$ cat config.mk
export PLATFORM = sky130hd
export DESIGN_NAME = leg_route_fmt
export DESIGN_NICKNAME = d
export VERILOG_FILES = /design/src/rtl/leg_route_pkg.sv /design/src/rtl/leg_route_ctrl.sv /design/src/rtl/leg_word_fmt.sv /design/src/rtl/leg_route_dp.sv /design/src/rtl/leg_route_fmt.sv
export SDC_FILE = /design/constraint.sdc
export NUM_CORES = 1
export LEC_CHECK = 0
export BUFFER_PORTS_ARGS = -buffer_cell sky130_fd_sc_hd__buf_4
export CAP_MARGIN = 20
export CORE_ASPECT_RATIO = 0.8
export CORE_MARGIN = 4
export CORE_UTILIZATION = 44
export DETAILED_ROUTE_END_ITERATION = 16
export PLACE_DENSITY = 0.61
export SLEW_MARGIN = 30
export SYNTH_ARGS = -nofsm -noshare
export SYNTH_HDL_FRONTEND = slang
export SYNTH_SLANG_ARGS = --single-unit
$ cat constraint.sdc
create_clock -name clk -period 5.8 [get_ports clk]
set_input_delay 0.29 -clock clk [delete_from_list [all_inputs] [get_ports clk]]
set_output_delay 0.29 -clock clk [all_outputs]
set_load 0.01 [all_outputs]
$ cat src/rtl/leg_route_pkg.sv
package leg_route_pkg;

  typedef enum logic [1:0] {
    SRC_SUM   = 2'd0,
    SRC_UPPER = 2'd1,
    SRC_LOWER = 2'd2,
    SRC_HELD  = 2'd3
  } aSrc_e;

  typedef struct packed {
    logic  loadA;
    logic  loadB;
    logic  holdLower;
    aSrc_e aSrc;
  } routeStrobe_t;

  // number of low bits removed for each precision select code
  function automatic int unsigned dropBits(input logic [2:0] sel);
    case (sel)
      3'd0:    return 0;
      3'd1:    return 1;
      3'd2:    return 2;
      3'd3:    return 3;
      3'd4:    return 4;
      3'd5:    return 6;
      3'd6:    return 7;
      default: return 8;
    endcase
  endfunction

endpackage

$ cat src/rtl/leg_route_ctrl.sv
module leg_route_ctrl
  import leg_route_pkg::*;
(
  input  logic         clk,
  input  logic         rstN,
  input  logic         legValid,
  input  logic [1:0]   modeSel,
  input  logic         intMux,
  output routeStrobe_t strobe
);

  logic pendLower;

  always_comb begin
    strobe = '0;
    strobe.aSrc = SRC_SUM;
    if (pendLower) begin
      // second interleave slot owns port A; a new pair is dropped
      strobe.loadA = 1'b1;
      strobe.aSrc  = SRC_HELD;
    end else if (legValid) begin
      unique case (modeSel)
        2'b00: begin
          strobe.loadA = 1'b1;
          strobe.aSrc  = SRC_SUM;
        end
        2'b10: begin
          strobe.loadA = 1'b1;
          strobe.loadB = 1'b1;
          strobe.aSrc  = SRC_UPPER;
        end
        default: begin
          strobe.loadA = 1'b1;
          strobe.aSrc  = SRC_UPPER;
          if (intMux) strobe.holdLower = 1'b1;
          else        strobe.loadB     = 1'b1;
        end
      endcase
    end
  end

  always_ff @(posedge clk or negedge rstN) begin
    if (!rstN) pendLower <= 1'b0;
    else       pendLower <= strobe.holdLower;
  end

  // an interleaved pair always fills the next port A slot with the held lower sample
  a_r4_second_slot: assert property (@(posedge clk) disable iff (!rstN)
    (legValid && !pendLower && modeSel[0] && intMux)
      |=> (strobe.loadA && strobe.aSrc == SRC_HELD && !strobe.loadB));

  // nothing new is accepted while the held sample goes out
  a_r10_no_accept: assert property (@(posedge clk) disable iff (!rstN)
    pendLower |=> !pendLower);

endmodule

$ cat src/rtl/leg_word_fmt.sv
module leg_word_fmt
  import leg_route_pkg::*;
#(
  parameter int IN_W  = 19,
  parameter int OUT_W = 16
) (
  input  logic signed [IN_W-1:0] dataIn,
  input  logic [2:0]             rndSel,
  input  logic                   fmtOffset,
  output logic [OUT_W-1:0]       wordOut
);

  localparam int RW = (IN_W > OUT_W ? IN_W : OUT_W) + 2;

  logic signed [RW-1:0] extIn, halfLsb, lowMask, rounded, cleared;
  logic signed [RW-1:0] maxVal, minVal, satVal;
  int unsigned drop;

  always_comb begin
    drop    = dropBits(rndSel);
    extIn   = RW'(dataIn);
    halfLsb = (drop == 0) ? '0 : (RW'(1) <<< (drop - 1));
    lowMask = (RW'(1) <<< drop) - RW'(1);
    rounded = extIn + halfLsb;
    cleared = rounded & ~lowMask;
    maxVal  = (RW'(1) <<< (OUT_W - 1)) - (RW'(1) <<< drop);
    minVal  = -(RW'(1) <<< (OUT_W - 1));
    if (cleared > maxVal)      satVal = maxVal;
    else if (cleared < minVal) satVal = minVal;
    else                       satVal = cleared;
    wordOut = satVal[OUT_W-1:0];
    if (fmtOffset) wordOut[OUT_W-1] = ~wordOut[OUT_W-1];
  end

endmodule

$ cat src/rtl/leg_route_dp.sv
module leg_route_dp
  import leg_route_pkg::*;
#(
  parameter int LEG_W = 18,
  parameter int OUT_W = 16
) (
  input  logic                    clk,
  input  logic                    rstN,
  input  logic signed [LEG_W-1:0] upperLeg,
  input  logic signed [LEG_W-1:0] lowerLeg,
  input  logic [2:0]              rndSel,
  input  logic                    fmtOffset,
  input  routeStrobe_t            strobe,
  output logic [OUT_W-1:0]        aOut,
  output logic                    aValid,
  output logic [OUT_W-1:0]        bOut,
  output logic                    bValid
);

  localparam int SUM_W = LEG_W + 1;
  localparam int LANES = 2;

  logic signed [LEG_W-1:0] heldLower;
  logic signed [SUM_W-1:0] laneIn   [LANES];
  logic [OUT_W-1:0]        laneWord [LANES];

  always_comb begin
    unique case (strobe.aSrc)
      SRC_SUM:   laneIn[0] = SUM_W'(upperLeg) + SUM_W'(lowerLeg);
      SRC_UPPER: laneIn[0] = SUM_W'(upperLeg);
      SRC_LOWER: laneIn[0] = SUM_W'(lowerLeg);
      default:   laneIn[0] = SUM_W'(heldLower);
    endcase
    laneIn[1] = SUM_W'(lowerLeg);
  end

  for (genvar lane = 0; lane < LANES; lane++) begin : g_lane
    leg_word_fmt #(.IN_W(SUM_W), .OUT_W(OUT_W)) fmt_i (
      .dataIn   (laneIn[lane]),
      .rndSel   (rndSel),
      .fmtOffset(fmtOffset),
      .wordOut  (laneWord[lane])
    );
  end

  always_ff @(posedge clk or negedge rstN) begin
    if (!rstN) begin
      heldLower <= '0;
      aOut      <= '0;
      bOut      <= '0;
      aValid    <= 1'b0;
      bValid    <= 1'b0;
    end else begin
      aValid <= strobe.loadA;
      bValid <= strobe.loadB;
      if (strobe.holdLower) heldLower <= lowerLeg;
      if (strobe.loadA)     aOut      <= laneWord[0];
      if (strobe.loadB)     bOut      <= laneWord[1];
    end
  end

  // bits below the kept precision are zero in every new word
  a_r6_low_bits_clear: assert property (@(posedge clk) disable iff (!rstN)
    aValid |-> ((aOut & OUT_W'((1 << dropBits($past(rndSel))) - 1)) == '0));

  // port A holds its data when no word is produced
  a_r9_hold_a: assert property (@(posedge clk) disable iff (!rstN)
    !strobe.loadA |=> $stable(aOut));

  // plain full-precision pass-through of an in-range upper sample is exact
  a_r3_pass_exact: assert property (@(posedge clk) disable iff (!rstN)
    (strobe.loadA && strobe.aSrc == SRC_UPPER && rndSel == 3'd0 && !fmtOffset &&
     upperLeg >= -(1 <<< (OUT_W - 1)) && upperLeg < (1 <<< (OUT_W - 1)))
      |=> (aOut == $past(upperLeg[OUT_W-1:0])));

endmodule

$ cat src/rtl/leg_route_fmt.sv
module leg_route_fmt
  import leg_route_pkg::*;
#(
  parameter int LEG_W = 18,
  parameter int OUT_W = 16
) (
  input  logic                    clk,
  input  logic                    rstN,
  input  logic                    legValid,
  input  logic signed [LEG_W-1:0] upperLeg,
  input  logic signed [LEG_W-1:0] lowerLeg,
  input  logic [1:0]              modeSel,
  input  logic                    intMux,
  input  logic                    fmtOffset,
  input  logic [2:0]              rndSel,
  output logic [OUT_W-1:0]        aOut,
  output logic                    aValid,
  output logic [OUT_W-1:0]        bOut,
  output logic                    bValid
);

  routeStrobe_t strobe;

  leg_route_ctrl ctrl_i (
    .clk     (clk),
    .rstN    (rstN),
    .legValid(legValid),
    .modeSel (modeSel),
    .intMux  (intMux),
    .strobe  (strobe)
  );

  leg_route_dp #(.LEG_W(LEG_W), .OUT_W(OUT_W)) dp_i (
    .clk      (clk),
    .rstN     (rstN),
    .upperLeg (upperLeg),
    .lowerLeg (lowerLeg),
    .rndSel   (rndSel),
    .fmtOffset(fmtOffset),
    .strobe   (strobe),
    .aOut     (aOut),
    .aValid   (aValid),
    .bOut     (bOut),
    .bValid   (bValid)
  );

  // the summing mode never produces a port B word
  a_r2_b_quiet: assert property (@(posedge clk) disable iff (!rstN)
    (legValid && modeSel == 2'b00) |=> !bValid);

endmodule

=== Yosys cells after proc, flatten, opt, wreduce, memory -nomap -nowiden ===
Cells that the tools add are included.

* $lt $le $gt $ge: 4
* Reduce and logical (&&, ||, !) cells: 5
* Multiplexer cells: 18
* Equal/unequal tests: 9
* Bitwise gates (word level): 5
* Shifts and indexed selects: 2
* Add/sub/neg operators: 6

{| class="wikitable"
|+ Operators with widths
! cell !! count
|-
| $mux W16 || 4
|-
| $pmux W19 S3 || 1
|-
| $and A21 B21 Y21 || 2
|-
| $gt A21 B21 Y1 || 2
|-
| $lt A21 B16 Y1 const B || 2
|-
| $logic_not A32 Y1 || 1
|-
| $sshl A1 B32 Y21 const A || 1
|-
| $sshl A2 B32 Y21 const A || 1
|-
| $pmux W4 S7 || 1
|-
| $add A18 B21 Y21 || 1
|-
| $add A19 B21 Y21 || 1
|-
| $mux W21 || 1
|-
| $not A21 Y21 || 1
|-
| $sub A17 B21 Y21 const A || 1
|-
| $sub A21 B2 Y21 const B || 1
|-
| $add A18 B18 Y19 || 1
|-
| $eq A3 B3 Y1 const B || 3
|-
| $mux W1 || 7
|-
| $eq A3 B2 Y1 const B || 2
|-
| $mux W5 || 1
|-
| $sub A4 B1 Y5 const B || 1
|-
| $eq A2 B2 Y1 const B || 2
|-
| $logic_not A2 Y1 || 2
|-
| $mux W2 || 2
|-
| 6 further kinds || 7
|}

* Word-level logic and storage cells: 55
* Output and inout bits: 34
* Flip-flop bits (word level): 53
* Input bits: 46

=== Logic depth before layout (Yosys ltp) ===
* Word-level depth: 14
* Gate-level depth with buffers: 31
* Mapped depth without buffers: 31

=== Modules after synthesis ===
From an unflattened synthesis, not the netlist that was laid out.

* Cell total of the unflattened synthesis: 945
* Area, all modules: 8151.6 um^2

{| class="wikitable"
|+ Modules (own cells, without submodules)
! module !! instances !! cells each !! area each (um^2) !! seq. area each (um^2)
|-
| leg_route_dp || 1 || 234 || 3143.0 || 1301.2
|-
| leg_word_fmt (dp_i.g_lane[1].fmt_i) || 1 || 346 || 2468.6 || 0.0
|-
| leg_word_fmt (dp_i.g_lane[0].fmt_i) || 1 || 355 || 2452.4 || 0.0
|-
| leg_route_ctrl || 1 || 10 || 87.6 || 25.0
|}

=== Worst setup path before layout ===
Ideal clock, no wire load.

* Path type: input -> register
* Start point: input port rndSel[0]
* End point: register dp_i.aOut[15]
* Arrival: 5.620 ns
* Buffers on the path: 1
* Cell stages on the path: 28
* Library setup time: 0.096 ns
* Data required time: 5.704 ns
* Path slack: 0.084 ns
* Cells stage by stage: clkbuf_1 -> nand2_1 -> xor2_1 -> ha_1 -> or2_2 -> nor2_1 -> o31ai_1 -> nor2b_1 -> ha_1 -> fa_1 -> a211oi_1 -> nor2_1 -> o21ai_1 -> o21ai_2 -> nand3_1 -> a31o_1 -> mux2i_1 -> inv_1 -> ha_1 -> nand4_1 -> o31ai_1 -> a31oi_1 -> inv_1 -> o41ai_1 -> a211oi_1 -> mux2i_1 -> o21ai_1 -> a311oi_2

* Cells in the longest elaborated chain, start to end: 12
* Elaborated cells on any way between the ends: 24
* Those cells by class: add/sub: 4; order compare: 2; eq/ne: 6; shift: 2; mux: 5; bitwise: 3; reduce/logical: 2

{| class="wikitable"
|+ RTL lines
! what !! RTL line !! RTL
|-
| from (decl) || leg_route_fmt.sv:15 || <nowiki>input logic [2:0] rndSel,</nowiki>
|-
| $eq A3 B3 Y1 (tied with other cells) || leg_route_pkg.sv:19 || <nowiki>case (sel)</nowiki>
|-
| $pmux W4 S7 * || leg_route_pkg.sv:19 ||
|-
| $sub A4 B1 Y5 || leg_word_fmt.sv:22 || <nowiki>halfLsb = (drop == 0) ? '0 : (RW'(1) <<< (drop - 1));</nowiki>
|-
| $sshl A1 B32 Y21 || leg_word_fmt.sv:22 ||
|-
| $mux W21 || leg_word_fmt.sv:22 ||
|-
| $add A19 B21 Y21 || leg_word_fmt.sv:24 || <nowiki>rounded = extIn + halfLsb;</nowiki>
|-
| $and A21 B21 Y21 || leg_word_fmt.sv:25 || <nowiki>cleared = rounded & ~lowMask;</nowiki>
|-
| $lt A21 B16 Y1 || leg_word_fmt.sv:29 || <nowiki>else if (cleared < minVal) satVal = minVal;</nowiki>
|-
| $mux W16 || leg_word_fmt.sv:29 ||
|-
| $mux W16 * || leg_word_fmt.sv:28 || <nowiki>if (cleared > maxVal) satVal = maxVal;</nowiki>
|-
| $not A1 Y1 || leg_word_fmt.sv:32 || <nowiki>if (fmtOffset) wordOut[OUT_W-1] = ~wordOut[OUT_W-1];</nowiki>
|-
| $mux W1 * || leg_word_fmt.sv:32 ||
|-
| to (signal assigned) || leg_route_dp.sv:57 || <nowiki>if (strobe.loadA) aOut <= laneWord[0];</nowiki>
|-
| to (decl) || leg_route_dp.sv:14 || <nowiki>output logic [OUT_W-1:0] aOut,</nowiki>
|}

Mark *: on every way between the ends. The rest lies on a longest branch, timed or not.
A chain may end at the register's enable or synchronous reset.

=== Worst setup path in the final report ===
* Start point: input port upperLeg[1]
* End point: register dp_i.aOut[15]

* Cells in the longest elaborated chain, start to end: 9
* Elaborated cells on any way between the ends: 10
* Those cells by class: add/sub: 2; order compare: 2; mux: 4; bitwise: 2

{| class="wikitable"
|+ RTL lines
! what !! RTL line !! RTL
|-
| from (decl) || leg_route_fmt.sv:10 || <nowiki>input logic signed [LEG_W-1:0] upperLeg,</nowiki>
|-
| $add A18 B18 Y19 || leg_route_dp.sv:29 || <nowiki>SRC_SUM: laneIn[0] = SUM_W'(upperLeg) + SUM_W'(lowerLeg);</nowiki>
|-
| $pmux W19 S3 * || leg_route_dp.sv:28 || <nowiki>unique case (strobe.aSrc)</nowiki>
|-
| $add A19 B21 Y21 * || leg_word_fmt.sv:24 ||
|-
| $and A21 B21 Y21 * || leg_word_fmt.sv:25 ||
|-
| $lt A21 B16 Y1 || leg_word_fmt.sv:29 ||
|-
| $mux W16 || leg_word_fmt.sv:29 ||
|-
| $mux W16 * || leg_word_fmt.sv:28 ||
|-
| $not A1 Y1 || leg_word_fmt.sv:32 ||
|-
| $mux W1 * || leg_word_fmt.sv:32 ||
|}

Marks and branches as above.

==> qor.csv <==
stage;metric;value;unit
run_status;status;completed;
sta;post-route minimum period;5.414;ns
detailed_routing;DRC viols;0;
place;placed cell area;8620;µm²
clocking;clk_lat worst skew;0.31;ns
yosys;Post-Synth XOR/XNOR Area;0.05130;
clocking;CTS Buf Count;5;
setup_path;Critical Path End Type;flop;
sta;slew of the pin with the lowest slew margin;0.7905;ns
yosys;Post-synth EDFFs;0;
yosys;Synth Area in Compound Gates;0.2799;
sta;Slew Viols, Final;0;
power;worst vdd ir;0.1705;mV
die;num rows;41;
detailed_routing;Vias;7184;
sta;Worst Skew;0.009410;ns
setup_path;reg2reg start;ctrl_i.pendLower$_DFF_PN0_;
setup_path;worst setup path startpoint;upperLeg[1];
detailed_routing;met2 WL;9427;µm
final_layout;Synth-to-Final Area Change;25.14;%
yosys;Post-Syn Instances;933;
yosys;Avg Cell Area, Syn;7.660;µm²
setup_path;Critical Path AT;5.63;ns
detailed_routing;drt pass-1 iters;5;
detailed_routing;Top Metal Used;met4;
die;Starting Density;0.4509;
clocking;clk sinks;53;
setup_path;Max Fanout on Critical Path;4;
yosys;count of cell types in the netlist;77;
global_route;first-pass GRT wire length;34450;µm
detailed_routing;antenna-violating nets left;0;
detailed_routing;M1 WL;10590;µm
clocking;TritonCTS clock tree;done;
detailed_routing;Vias per Instance;5.438;
sta;Hold Fails Final Rpt;0;
die;Core Box Area;15850;µm²
yosys;Post-synth ARST share;1.000;
yosys;top_reg_cell synth;dfrtp_1;
sta;Max Fclk;184.7;MHz
place;Final HPWL DP;17530;µm
global_route;GRT Resource Usage Total;0.2349;
sta;Final Hold Slack;0.04999;ns
global_route;largest net degree at the start of global routing;54;
sta;final setup TNS;0;ns
die;die area;18360;µm²
die;io pins;80;
setup_path;Worst Path Required;6.01;ns
clocking;Root Buffer;clkbuf_16;
global_route;global route overflow;0;
setup_path;most frequent CP cell;a21o_1;
job;max cap viols;0;
hold_path;Hold Path Class;in -> async;
setup_path;Worst setup SP type;input pin;
final_layout;fin nets;1258;
yosys;post-synthesis mux area share;0.02731;
detailed_routing;met3 wire length;1254;µm
clocking;cts hold-fix bufs;0;
yosys;post-synthesis simple-gate area fraction;0.2285;
yosys;Seq/Total Area, Yosys;0.1856;
final_layout;layout cells sized above 1;0.2080;
global_route;initial antenna violation count;0;
power;Leak;0.004341;µW
clocking;clk slew on worst S/H paths;0.08;ns
final_layout;Ant. Diodes;0;
sta;final critical-path share of the clock period;0.9335;
yosys;Synth Cell Area;7147;µm²
setup_path;CP max stage delay;0.40;ns
global_route;number of global-route vias before repair;6784;
setup_path;slowest stage cell, crit path;a2111o_1;
power;Power Total;2398;µW
power;Power Dens Cells;268.1;nW/µm²
setup_path;Setup Crit Path Kind;in -> reg;
yosys;main combinational cell family by area after synthesis;compound AO/OA/AOI/OAI gates;
setup_path;Top delay family on crit path;compound AO/OA/AOI/OAI gates;
yosys;Seq cells post-synth;53;
sta;Setup Viol. Count Final;0;
die;Die Wd;150.5;µm
setup_path;CP Buf/Inv Count;3;
sta;Slew headroom;0.4712;
yosys;Warnings, synthesis;0;
yosys;Synth Area in Adders;0.1905;
clocking;CTS Buffer Depth;2;
place;GP Congestion;0.9370;
detailed_routing;1st-iter DRT viols;411;
detailed_routing;Detailed Route WL;21470;µm
die;Die Span Y;122.0;µm
place;IO buf count;79;
clocking;H-tree levels;2;
final_layout;final instance area;8944;µm²
detailed_routing;detail-routed net length per standard cell;16.26;µm
cells in the final DEF, fill, tap and decap left out, types with 11 or more instances in the layout:
| cell type | n |
|---|---|
| buf_4 | 160 |
| nand2_1 | 127 |
| ha_1 | 100 |
| nor2_1 | 99 |
| a21oi_1 | 73 |
| dfrtp_1 | 53 |
| o21ai_1 | 42 |
| o21ai_0 | 38 |
| inv_1 | 36 |
| conb_1 | 32 |
| a21o_1 | 31 |
| xnor2_1 | 27 |
| nor3_1 | 19 |
| nand2b_1 | 18 |
| nand3_1 | 15 |
| and2_1 | 14 |
| xor2_1 | 12 |
| mux2_2 | 12 |
| nor2b_1 | 11 |
| a22oi_1 | 11 |
through the flow:
stage | util | instances | worst slack (ns)
2_1_floorplan | - | 963 | 0.08448
3_5_place_dp | 0.5438 | 1311 | -0.2333
3_3_place_gp | 0.5438 | 1311 | -0.07742
6_report | 0.5642 | 1321 | 0.3859
4_1_cts | 0.5549 | 1319 | 0.07728
5_1_grt | 0.5642 | 1321 | -0.02677
cell families (layout without fill, tap and decap cells):
kind of cell             after synthesis  in the layout
buffers and inverters                 65            208
AO/OA/AOI/OAI                        298            298
XOR/XNOR                              41             41
other                                  2             32
AND/OR/NAND/NOR                      349            349
flip-flops                            53             53
adder cells (fa/ha/maj)              107            107
multiplexers                          18             18
cell type report:
cell class | instances | area (µm²)
clock buffer | 6 | 138.9
clock inverter | 2 | 37.54
fill | 1567 | 6908
inverter | 39 | 146.4
multi-input combinational | 845 | 5813
sequential | 53 | 1326
tap | 215 | 269.0
timing repair buffer | 161 | 1212
power breakdown:
group / internal, µW / switching [µW]
registers: 482 / 61.9
logic: 704 / 777
clock network: 216 / 156
layer usage:
metal,GRT usage,vias up
met4,0.03829,0
met3,0.03607,20
met1,0.3451,3276
li1,-,3692
met5,0,-
met2,0.3699,196
final timing paths:
kind                                                       end  slack (ns)  cells after the start
worst max-delay path                 dp_i.aOut[15]$_DFFE_PN0P_        0.39                     28
worst min-delay path                  dp_i.aOut[8]$_DFFE_PN0P_        0.05                      1
worst max register to register       dp_i.aOut[15]$_DFFE_PN0P_        0.85                     23
worst min register to register  dp_i.heldLower[17]$_DFFE_PN0P_        0.47                      2
max in group asynchronous            dp_i.bOut[12]$_DFFE_PN0P_        5.26                      1
min in group clk                 dp_i.heldLower[0]$_DFFE_PN0P_        0.20                      3
worst register-to-register path, stage by stage, from the launching register on:
cell,delay (ns)
dfrtp_1,0.56
buf_4,0.29
o31ai_1,0.42
nor3_1,0.10
o211ai_1,0.14
nand2_1,0.17
ha_1,0.41
nand2_1,0.10
nor2_1,0.05
and3_1,0.17
nand3_1,0.10
a31o_1,0.18
mux2i_2,0.22
inv_1,0.11
ha_4,0.28
nand4_1,0.12
nor2_1,0.15
nand3_1,0.17
nor4bb_4,0.36
a211oi_2,0.12
buf_4,0.16
a31oi_1,0.14
o21ai_1,0.09
a311oi_2,0.23
timing repair:
item | CTS | global route
gates resized for setup | 0 | 28
setup buffers | 0 | 2
endpoints found under the setup margin | 0 | 29
cells in the mapped netlist, drive strengths merged, types with 5 or more instances:
master  count  area share
a31oi       7      0.0061
nand4      10      0.0088
o31ai      11       0.014
mux2i       6      0.0084
nand2     127       0.067
o211ai      6      0.0096
nor2b      12       0.012
ha        104        0.18
clkbuf     21       0.011
nand2b     18       0.016
a22o        6      0.0074
a22oi      11       0.012
xor2       14       0.018
and3        9      0.0079
mux2       12       0.019
o21bai      5      0.0053
xnor2      27       0.033
nor3       20       0.015
a21o       31       0.033
a221o       8       0.011
a21oi      80       0.058
nand3      15       0.011
o21a       11       0.013
and2       14       0.012
inv        38       0.020
dfrtp      53        0.19
a211oi     14       0.016
o21ai      83       0.059
buf         5      0.0044
nor2      101       0.053
sequential cells by signal (all words and copies together) (netlist names):
signal            count
ctrl_i.pendLower      1
dp_i.aOut            16
dp_i.aValid           1
dp_i.bOut            16
dp_i.bValid           1
dp_i.heldLower       18
(Power assumes the default switching activity.)
